**config.mk**
```make
export PLATFORM = sky130hd
export DESIGN_NAME = flash_cmd_if
export DESIGN_NICKNAME = d
export VERILOG_FILES = /design/src/rtl/fcd_pkg.sv /design/src/rtl/fcd_decoder.sv /design/src/rtl/fcd_guard.sv /design/src/rtl/fcd_status.sv /design/src/rtl/fcd_req_port.sv /design/src/rtl/flash_cmd_if.sv
export SDC_FILE = /design/constraint.sdc
export NUM_CORES = 1
export LEC_CHECK = 0
export BUFFER_PORTS_ARGS = -buffer_cell sky130_fd_sc_hd__buf_2
export CORE_MARGIN = 2
export CORE_UTILIZATION = 43
export CTS_BUF_LIST = sky130_fd_sc_hd__clkbuf_8
export DETAILED_ROUTE_END_ITERATION = 7
export HOLD_SLACK_MARGIN = 0.06
export PLACE_DENSITY = 0.78
export SLEW_MARGIN = 20
export SYNTH_ARGS = -nofsm -noshare
export SYNTH_HDL_FRONTEND = slang
export SYNTH_SLANG_ARGS = --single-unit
```
**constraint.sdc**
```tcl
create_clock -name clk -period 2.5 [get_ports clk]
set_clock_uncertainty 0.1 [all_clocks]
set_input_delay 0.5 -clock clk [delete_from_list [all_inputs] [get_ports clk]]
set_output_delay 0.5 -clock clk [all_outputs]
set_load 0.005 [all_outputs]
```
**src/rtl/fcd_pkg.sv**
```systemverilog
package fcd_pkg;
  typedef enum logic {OP_ERASE = 1'b0, OP_PROG = 1'b1} fcd_op_e;
  typedef enum logic [1:0] {ST_IDLE = 2'd0, ST_ERS_SETUP = 2'd1, ST_PGM_SETUP = 2'd2} fcd_state_e;
  localparam int SR_READY = 7;
  localparam int SR_ERS   = 5;
  localparam int SR_PGM   = 4;
  localparam int SR_VPP   = 3;
  localparam int SR_LOCK  = 1;
endpackage

```
**src/rtl/fcd_decoder.sv**
```systemverilog
module fcd_decoder
  import fcd_pkg::*;
#(
  parameter int ADDR_W = 16,
  parameter int DATA_W = 16,
  parameter logic [7:0] ERS_CODE = 8'h20,
  parameter logic [7:0] CNF_CODE = 8'hD0,
  parameter logic [7:0] PGM_CODE = 8'h40,
  parameter logic [7:0] PGM_ALT  = 8'h10,
  parameter logic [7:0] STAT_CODE = 8'h70,
  parameter logic [7:0] ARR_CODE = 8'hFF,
  parameter logic [7:0] CLR_CODE = 8'h5A,
  parameter logic [7:0] SUSP_CODE = 8'h50
) (
  input  logic              clk,
  input  logic              rst_n,
  input  logic              we,
  input  logic [ADDR_W-1:0] addr,
  input  logic [DATA_W-1:0] wdata,
  input  logic              busy,
  output logic              go,
  output fcd_op_e           go_op,
  output logic [ADDR_W-1:0] go_addr,
  output logic [DATA_W-1:0] go_data,
  output logic              seq_bad,
  output logic              mode_status,
  output logic              mode_array,
  output logic              clr,
  output logic              susp
);
  fcd_state_e state_q, state_d;
  logic [7:0] code;
  logic       act;

  assign code = wdata[7:0];
  assign act  = we && !busy;

  always_comb begin
    state_d     = state_q;
    go          = 1'b0;
    go_op       = OP_ERASE;
    go_addr     = addr;
    go_data     = wdata;
    seq_bad     = 1'b0;
    mode_status = 1'b0;
    mode_array  = 1'b0;
    clr         = 1'b0;
    susp        = we && busy && (code == SUSP_CODE);
    if (act) begin
      unique case (state_q)
        ST_IDLE: begin
          if (code == ERS_CODE) begin
            state_d     = ST_ERS_SETUP;
            mode_status = 1'b1;
          end else if (code == PGM_CODE || code == PGM_ALT) begin
            state_d     = ST_PGM_SETUP;
            mode_status = 1'b1;
          end else if (code == STAT_CODE) begin
            mode_status = 1'b1;
          end else if (code == ARR_CODE) begin
            mode_array = 1'b1;
          end else if (code == CLR_CODE) begin
            clr = 1'b1;
          end
        end
        ST_ERS_SETUP: begin
          state_d = ST_IDLE;
          go_op   = OP_ERASE;
          if (code == CNF_CODE) go = 1'b1;
          else                  seq_bad = 1'b1;
        end
        ST_PGM_SETUP: begin
          state_d = ST_IDLE;
          go_op   = OP_PROG;
          go      = 1'b1;
        end
        default: state_d = ST_IDLE;
      endcase
    end
  end

  always_ff @(posedge clk or negedge rst_n) begin
    if (!rst_n) state_q <= ST_IDLE;
    else        state_q <= state_d;
  end

  // nothing but the suspend pulse comes out while busy
  a_r9_quiet_when_busy: assert property (@(posedge clk) disable iff (!rst_n)
    busy |-> !go && !seq_bad && !clr && !mode_status && !mode_array);
  // a bad sequence only ever follows the erase setup
  a_r4_bad_after_setup: assert property (@(posedge clk) disable iff (!rst_n)
    seq_bad |-> state_q == ST_ERS_SETUP);
endmodule

```
**src/rtl/fcd_guard.sv**
```systemverilog
module fcd_guard
  import fcd_pkg::*;
#(
  parameter int SECT_W = 3,
  parameter int NSECT = 1 << SECT_W,
  parameter int BOOT_SECT = 0
) (
  input  fcd_op_e           op,
  input  logic [SECT_W-1:0] sector,
  input  logic              vpp_low,
  input  logic              wp_n,
  input  logic [NSECT-1:0]  lock,
  output logic              rej_vpp,
  output logic              rej_lock
);
  logic boot_hit;
  assign boot_hit = (sector == SECT_W'(BOOT_SECT));
  assign rej_vpp  = vpp_low;
  assign rej_lock = lock[sector] || (op == OP_PROG && boot_hit && !wp_n);
endmodule

```
**src/rtl/fcd_status.sv**
```systemverilog
module fcd_status
  import fcd_pkg::*;
(
  input  logic       clk,
  input  logic       rst_n,
  input  logic       go,
  input  fcd_op_e    go_op,
  input  logic       rej_vpp,
  input  logic       rej_lock,
  input  logic       seq_bad,
  input  logic       clr,
  input  logic       eng_done,
  input  logic       eng_fail,
  output logic       launch,
  output logic       busy,
  output logic [7:0] sr
);
  logic    ers_err, pgm_err, vpp_err, lock_err;
  fcd_op_e run_op;
  logic    rejected;

  assign rejected = go && (rej_vpp || rej_lock);
  assign launch   = go && !rej_vpp && !rej_lock;

  always_ff @(posedge clk or negedge rst_n) begin
    if (!rst_n) begin
      busy     <= 1'b0;
      run_op   <= OP_ERASE;
      ers_err  <= 1'b0;
      pgm_err  <= 1'b0;
      vpp_err  <= 1'b0;
      lock_err <= 1'b0;
    end else begin
      if (launch) begin
        busy   <= 1'b1;
        run_op <= go_op;
      end else if (eng_done) begin
        busy <= 1'b0;
      end
      if (clr) begin
        ers_err  <= 1'b0;
        pgm_err  <= 1'b0;
        vpp_err  <= 1'b0;
        lock_err <= 1'b0;
      end else begin
        if (seq_bad) begin
          ers_err <= 1'b1;
          pgm_err <= 1'b1;
        end
        if (rejected) begin
          if (go_op == OP_ERASE) ers_err <= 1'b1;
          else                   pgm_err <= 1'b1;
          if (rej_vpp)  vpp_err  <= 1'b1;
          if (rej_lock) lock_err <= 1'b1;
        end
        if (eng_done && busy && eng_fail) begin
          if (run_op == OP_ERASE) ers_err <= 1'b1;
          else                    pgm_err <= 1'b1;
        end
      end
    end
  end

  always_comb begin
    sr           = 8'h00;
    sr[SR_READY] = !busy;
    sr[SR_ERS]   = ers_err;
    sr[SR_PGM]   = pgm_err;
    sr[SR_VPP]   = vpp_err;
    sr[SR_LOCK]  = lock_err;
  end

  // a broken erase pair flags both fail bits
  a_r4_seq_bits: assert property (@(posedge clk) disable iff (!rst_n)
    seq_bad |=> sr[SR_ERS] && sr[SR_PGM]);
  // voltage rejection never starts an operation
  a_r5_vpp_blocks: assert property (@(posedge clk) disable iff (!rst_n)
    (go && rej_vpp) |=> sr[SR_VPP] && !busy);
  // error flags only drop on the clear command
  a_r8_sticky: assert property (@(posedge clk) disable iff (!rst_n)
    (sr[SR_LOCK] && !clr) |=> sr[SR_LOCK]);
  // ready returns after the engine reports completion
  a_r10_done_ready: assert property (@(posedge clk) disable iff (!rst_n)
    (busy && eng_done) |=> sr[SR_READY]);
endmodule

```
**src/rtl/fcd_req_port.sv**
```systemverilog
module fcd_req_port
  import fcd_pkg::*;
#(
  parameter int ADDR_W = 16,
  parameter int DATA_W = 16,
  parameter int SECT_W = 3
) (
  input  logic              clk,
  input  logic              rst_n,
  input  logic              launch,
  input  fcd_op_e           op,
  input  logic [ADDR_W-1:0] addr,
  input  logic [DATA_W-1:0] data,
  input  logic              ready,
  output logic              valid,
  output fcd_op_e           q_op,
  output logic [SECT_W-1:0] q_sector,
  output logic [ADDR_W-1:0] q_addr,
  output logic [DATA_W-1:0] q_data
);
  always_ff @(posedge clk or negedge rst_n) begin
    if (!rst_n) begin
      valid  <= 1'b0;
      q_op   <= OP_ERASE;
      q_addr <= '0;
      q_data <= '0;
    end else if (launch) begin
      valid  <= 1'b1;
      q_op   <= op;
      q_addr <= addr;
      q_data <= data;
    end else if (valid && ready) begin
      valid <= 1'b0;
    end
  end

  assign q_sector = q_addr[ADDR_W-1 -: SECT_W];

  // a stalled request keeps its fields
  a_r10_hold: assert property (@(posedge clk) disable iff (!rst_n)
    (valid && !ready) |=> valid && $stable(q_addr) && $stable(q_data) && $stable(q_op));
endmodule

```
**src/rtl/flash_cmd_if.sv**
```systemverilog
module flash_cmd_if
  import fcd_pkg::*;
#(
  parameter int ADDR_W = 16,
  parameter int DATA_W = 16,
  parameter int SECT_W = 3,
  parameter int BOOT_SECT = 0,
  parameter logic [7:0] CLR_CODE = 8'h5A,
  parameter logic [7:0] SUSP_CODE = 8'h50,
  localparam int NSECT = 1 << SECT_W
) (
  input  logic              clk,
  input  logic              rst_n,
  input  logic              bus_we,
  input  logic [ADDR_W-1:0] bus_addr,
  input  logic [DATA_W-1:0] bus_wdata,
  input  logic              vpp_low,
  input  logic              wp_n,
  input  logic [NSECT-1:0]  sect_lock,
  output logic              rd_status,
  output logic [7:0]        status_q,
  output logic              req_valid,
  input  logic              req_ready,
  output logic              req_op,
  output logic [SECT_W-1:0] req_sector,
  output logic [ADDR_W-1:0] req_addr,
  output logic [DATA_W-1:0] req_data,
  input  logic              eng_done,
  input  logic              eng_fail,
  output logic              susp_req
);
  logic              go, seq_bad, mode_status, mode_array, clr, susp;
  fcd_op_e           go_op, q_op;
  logic [ADDR_W-1:0] go_addr;
  logic [DATA_W-1:0] go_data;
  logic              rej_vpp, rej_lock, launch, busy;

  fcd_decoder #(.ADDR_W(ADDR_W), .DATA_W(DATA_W), .CLR_CODE(CLR_CODE), .SUSP_CODE(SUSP_CODE)) u_dec (
    .clk(clk), .rst_n(rst_n), .we(bus_we), .addr(bus_addr), .wdata(bus_wdata), .busy(busy),
    .go(go), .go_op(go_op), .go_addr(go_addr), .go_data(go_data), .seq_bad(seq_bad),
    .mode_status(mode_status), .mode_array(mode_array), .clr(clr), .susp(susp));

  fcd_guard #(.SECT_W(SECT_W), .NSECT(NSECT), .BOOT_SECT(BOOT_SECT)) u_guard (
    .op(go_op), .sector(go_addr[ADDR_W-1 -: SECT_W]), .vpp_low(vpp_low), .wp_n(wp_n),
    .lock(sect_lock), .rej_vpp(rej_vpp), .rej_lock(rej_lock));

  fcd_status u_stat (
    .clk(clk), .rst_n(rst_n), .go(go), .go_op(go_op), .rej_vpp(rej_vpp), .rej_lock(rej_lock),
    .seq_bad(seq_bad), .clr(clr), .eng_done(eng_done), .eng_fail(eng_fail),
    .launch(launch), .busy(busy), .sr(status_q));

  fcd_req_port #(.ADDR_W(ADDR_W), .DATA_W(DATA_W), .SECT_W(SECT_W)) u_req (
    .clk(clk), .rst_n(rst_n), .launch(launch), .op(go_op), .addr(go_addr), .data(go_data),
    .ready(req_ready), .valid(req_valid), .q_op(q_op), .q_sector(req_sector),
    .q_addr(req_addr), .q_data(req_data));

  assign req_op = (q_op == OP_PROG);

  always_ff @(posedge clk or negedge rst_n) begin
    if (!rst_n) begin
      rd_status <= 1'b0;
      susp_req  <= 1'b0;
    end else begin
      susp_req <= susp;
      if (mode_array)                          rd_status <= 1'b0;
      else if (mode_status || go || seq_bad)   rd_status <= 1'b1;
    end
  end

  // a pending request always shows busy
  a_r2_busy_with_req: assert property (@(posedge clk) disable iff (!rst_n)
    req_valid |-> !status_q[SR_READY]);
  // the suspend pulse is only issued for a write seen while busy
  a_r9_susp_busy: assert property (@(posedge clk) disable iff (!rst_n)
    susp_req |-> $past(busy));
  // a launch switches reads to status
  a_r7_status_after_go: assert property (@(posedge clk) disable iff (!rst_n)
    launch |=> rd_status);
endmodule

```
==> out/metrics.csv <==
stage;metric;value;unit
status;status;finished clean;
synth;multiplexer share of the synthesized area;0.206;
critical_path;Reg2Reg Depth;8;
placed_design;PortBufs;91;
global_routing;initial antenna violation count;0;
drt;final wirelength;4810;um
critical_path;Crit. path cell count;8;
power;power after layout;1.52;mW
critical_path;Slowest cell on crit path;a2111o_1;
power;pwr dens;562;nW/um2
cells_and_area;Fillers;397;
synth;synthesized flop and latch total;43;
synth;average cell area after synthesis;13.1;um2
synth;Yosys cell types;39;
drt;drc violations;0;
timing;Worst Max-Slew Pin Slew;0.862;ns
drt;drt wl/cell;15.4;um
synth;Synth Area in Adders;0.0183;
synth;FFs w/ async S/R, synth;1.00;
critical_path;Setup Crit Path Kind;register to register;
critical_path;crit-path max FO;8;
clock_network;H-Tree Depth;2;
critical_path;CP Launch Type;register;
cells_and_area;layout cells sized above 1;0.589;
floorplanning;initial cell density of the core;0.441;
floorplanning;core footprint;4660;um2
synth;Synth area leader;dfrtp_1;
clock_network;Clock Tree Root;clkbuf_8;
synth;area share of the largest cell type after synthesis;0.524;
floorplanning;chip height;73.1;um
cells_and_area;area grow syn2layout;32.0;%
drt;drt first pass iters;4;
clock_network;clock-pin slew on the worst setup and hold paths;0.08;ns
synth;synthesized cell area;2050;um2
floorplanning;Boundary Pins;95;
placed_design;GPL Wtd Cong;0.845;
synth;Mapped Cells;157;
job;max-cap violation count;0;
clock_network;CTS tree;done;
global_routing;Total GRT Usage;0.170;
power;peak supply drop;336;uV
floorplanning;die width;73.1;um
cells_and_area;most frequent cells in the layout;91 x buf_2, 43 x dfrtp_1, 31 x mux2_2;
clock_network;clk sinks;43;
floorplanning;die area;5350;um2
synth;largest family of logic cells by synthesized area;multiplexers;
global_routing;largest net degree at the start of global routing;39;
critical_path;Critical Path Sink Type;register;
floorplanning;cell row count;25;
cells_and_area;antenna cells;0;
timing;Final Max Slew Viols;0;
cells_and_area;sequential cell area;1080;um2
global_routing;grt ovf;0;
critical_path;max incr delay on CP;0.46;ns
drt;DRT antenna net count;0;
synth;number of enable flip-flop cells after synthesis;0;
critical_path;Arr. time, crit path;2.54;ns
global_routing;vias in the first global route;1534;
critical_path;CP top delay family;compound AO/OA/AOI/OAI gates;
global_routing;first-pass GRT wire length;6840;um
cells_and_area;area of the multi-input gates;855;um2
cells_and_area;Nets;308;
timing;Final setup viols;0;
critical_path;crit-path cells;inv_2, ha_2, and3b_2, a2111o_1, a211oi_4, buf_6, clkbuf_16, mux2_2;
synth;Simple-Gate Fraction of Synth Area;0.0993;
drt;initial drt markers;108;
timing;Fin Hold WS;0.206;ns
clock_network;CTS max path bufs;2;
critical_path;CP bufs+invs;3;
drt;via/cell ratio;5.25;
cells_and_area;commonest non-fill, non-tap cell in the layout;buf_2;
clock_network;clock latency on the worst-skew pair;0.30;ns
clock_network;Num CTS Buffers;5;
synth;prevailing post-synth register cell;dfrtp_1;
drt;DR vias;1637;
synth;Synth area leaders;dfrtp_1 52%, mux2_2 17%, buf_4 3.7%, mux4_1 2.6%, ha_1 1.8%;
synth;complex-gate fraction of the synthesized area;0.0780;
synth;Yosys warnings;0;
synth;Synth Area in XOR/XNOR;0.00853;
critical_path;WP data required;2.59;ns
placed_design;Final HPWL DP;3300;um
power;Leak;1.49;nW
timing;Fin. Hold Viols;0;
timing;crit share post-route;0.982;
min_path;Worst Hold Class;input pin to async pin;
timing;Fmax;407;MHz
timing;Final Critical Period;2.45;ns
synth;Seq/Total Area, Yosys;0.524;
timing;relative slew slack;0.426;
## metrics by stage
stage                     cells  setup slack (ns)  TNS [ns]   util  instance area, um2
after floorplan             159           -0.0805     -2.21      -                2060
after global placement      298            -0.192     -6.06  0.544                2540
after detailed placement    298            -0.240     -7.43  0.544                2540
after CTS                   306            0.0422         0  0.562                2620
after global routing        312           -0.0287    -0.458  0.582                2710
final                       312            0.0460         0  0.582                2710
## layout make-up
cell class	instances	share of cell area
sequential	43	0.397
multi-input combinational	97	0.315
timing repair buffer	104	0.224
clock buffer	5	0.0254
tap	54	0.0249
inverter	6	0.00830
clock inverter	3	0.00554
## registers in the layout, summed over array words and instances (netlist names)
name / flops
rd_status: 1
u_stat.pgm_err: 1
u_req.q_data: 16
susp_req: 1
u_stat.busy: 1
u_stat.run_op: 1
u_stat.lock_err: 1
u_req.q_addr: 16
u_dec.state_q: 2
u_stat.vpp_err: 1
u_req.valid: 1
u_stat.ers_err: 1
## cells in the mapped netlist, types with 2 or more instances
cell type,number
xnor2_1,2
mux2_2,31
nand4_1,6
a41oi_1,2
and3b_1,2
buf_4,10
a21oi_1,4
and4_1,2
mux4_1,2
inv_1,6
dfrtp_1,43
nor3_1,3
nand2b_1,2
a211oi_1,3
mux2_1,2
nor2_1,8
buf_6,3
nand3b_1,2
ha_1,3
nor2b_1,2
## kinds of logic (layout without fill, tap and decap cells)
kind of cell	Yosys count	in the layout
flip-flops	43	43
multiplexers	35	35
AND/OR/NAND/NOR	34	34
AO/OA/AOI/OAI	20	20
buffers and inverters	19	118
adder cells (fa/ha/maj)	3	3
XOR/XNOR	2	2
other	1	3
## metal layers
| metal | share of wire | wire, um | vias to the layer above | GRT usage |
|---|---|---|---|---|
| met5 | 0 | 0 | - | 0 |
| met1 | 0.40 | 1950 | 799 | 0.212 |
| met2 | 0.51 | 2440 | 71 | 0.270 |
| met4 | 0.014 | 67 | 0 | 0.0679 |
| met3 | 0.074 | 356 | 8 | 0.0580 |
| li1 | - | - | 759 | - |
## what timing repair did
| action | in CTS | in global routing |
|---|---|---|
| setup endpoints to repair | 0 | 32 |
| resized for setup | 0 | 4 |
| hold endpoints to repair | 0 | 0 |
| hold buffers | 0 | 0 |
| buffers inserted | 0 | 3 |
## path summary, 6_finish.rpt
| path | from | slack, ns | endpoint |
|---|---|---|---|
| worst max-delay path | u_dec.state_q[0] | 0.05 | u_req.q_addr[7] |
| worst min-delay path | rst_n | 0.21 | rd_status |
| worst max register to register | u_dec.state_q[0] | 0.05 | u_req.q_addr[7] |
| worst min register to register | u_req.q_addr[12] | 0.38 | u_req.q_addr[12] |
| max in group asynchronous | rst_n | 1.47 | u_req.q_addr[4] |
| min in group clk | eng_done | 0.28 | u_stat.busy |
## power by group
| part | total, mW | switching [mW] | internal, mW |
|---|---|---|---|
| clock | 0.428 | 0.236 | 0.191 |
| sequential | 0.786 | 0.0348 | 0.751 |
| combinational | 0.310 | 0.152 | 0.158 |
Power figures use the tool's default switching activity.
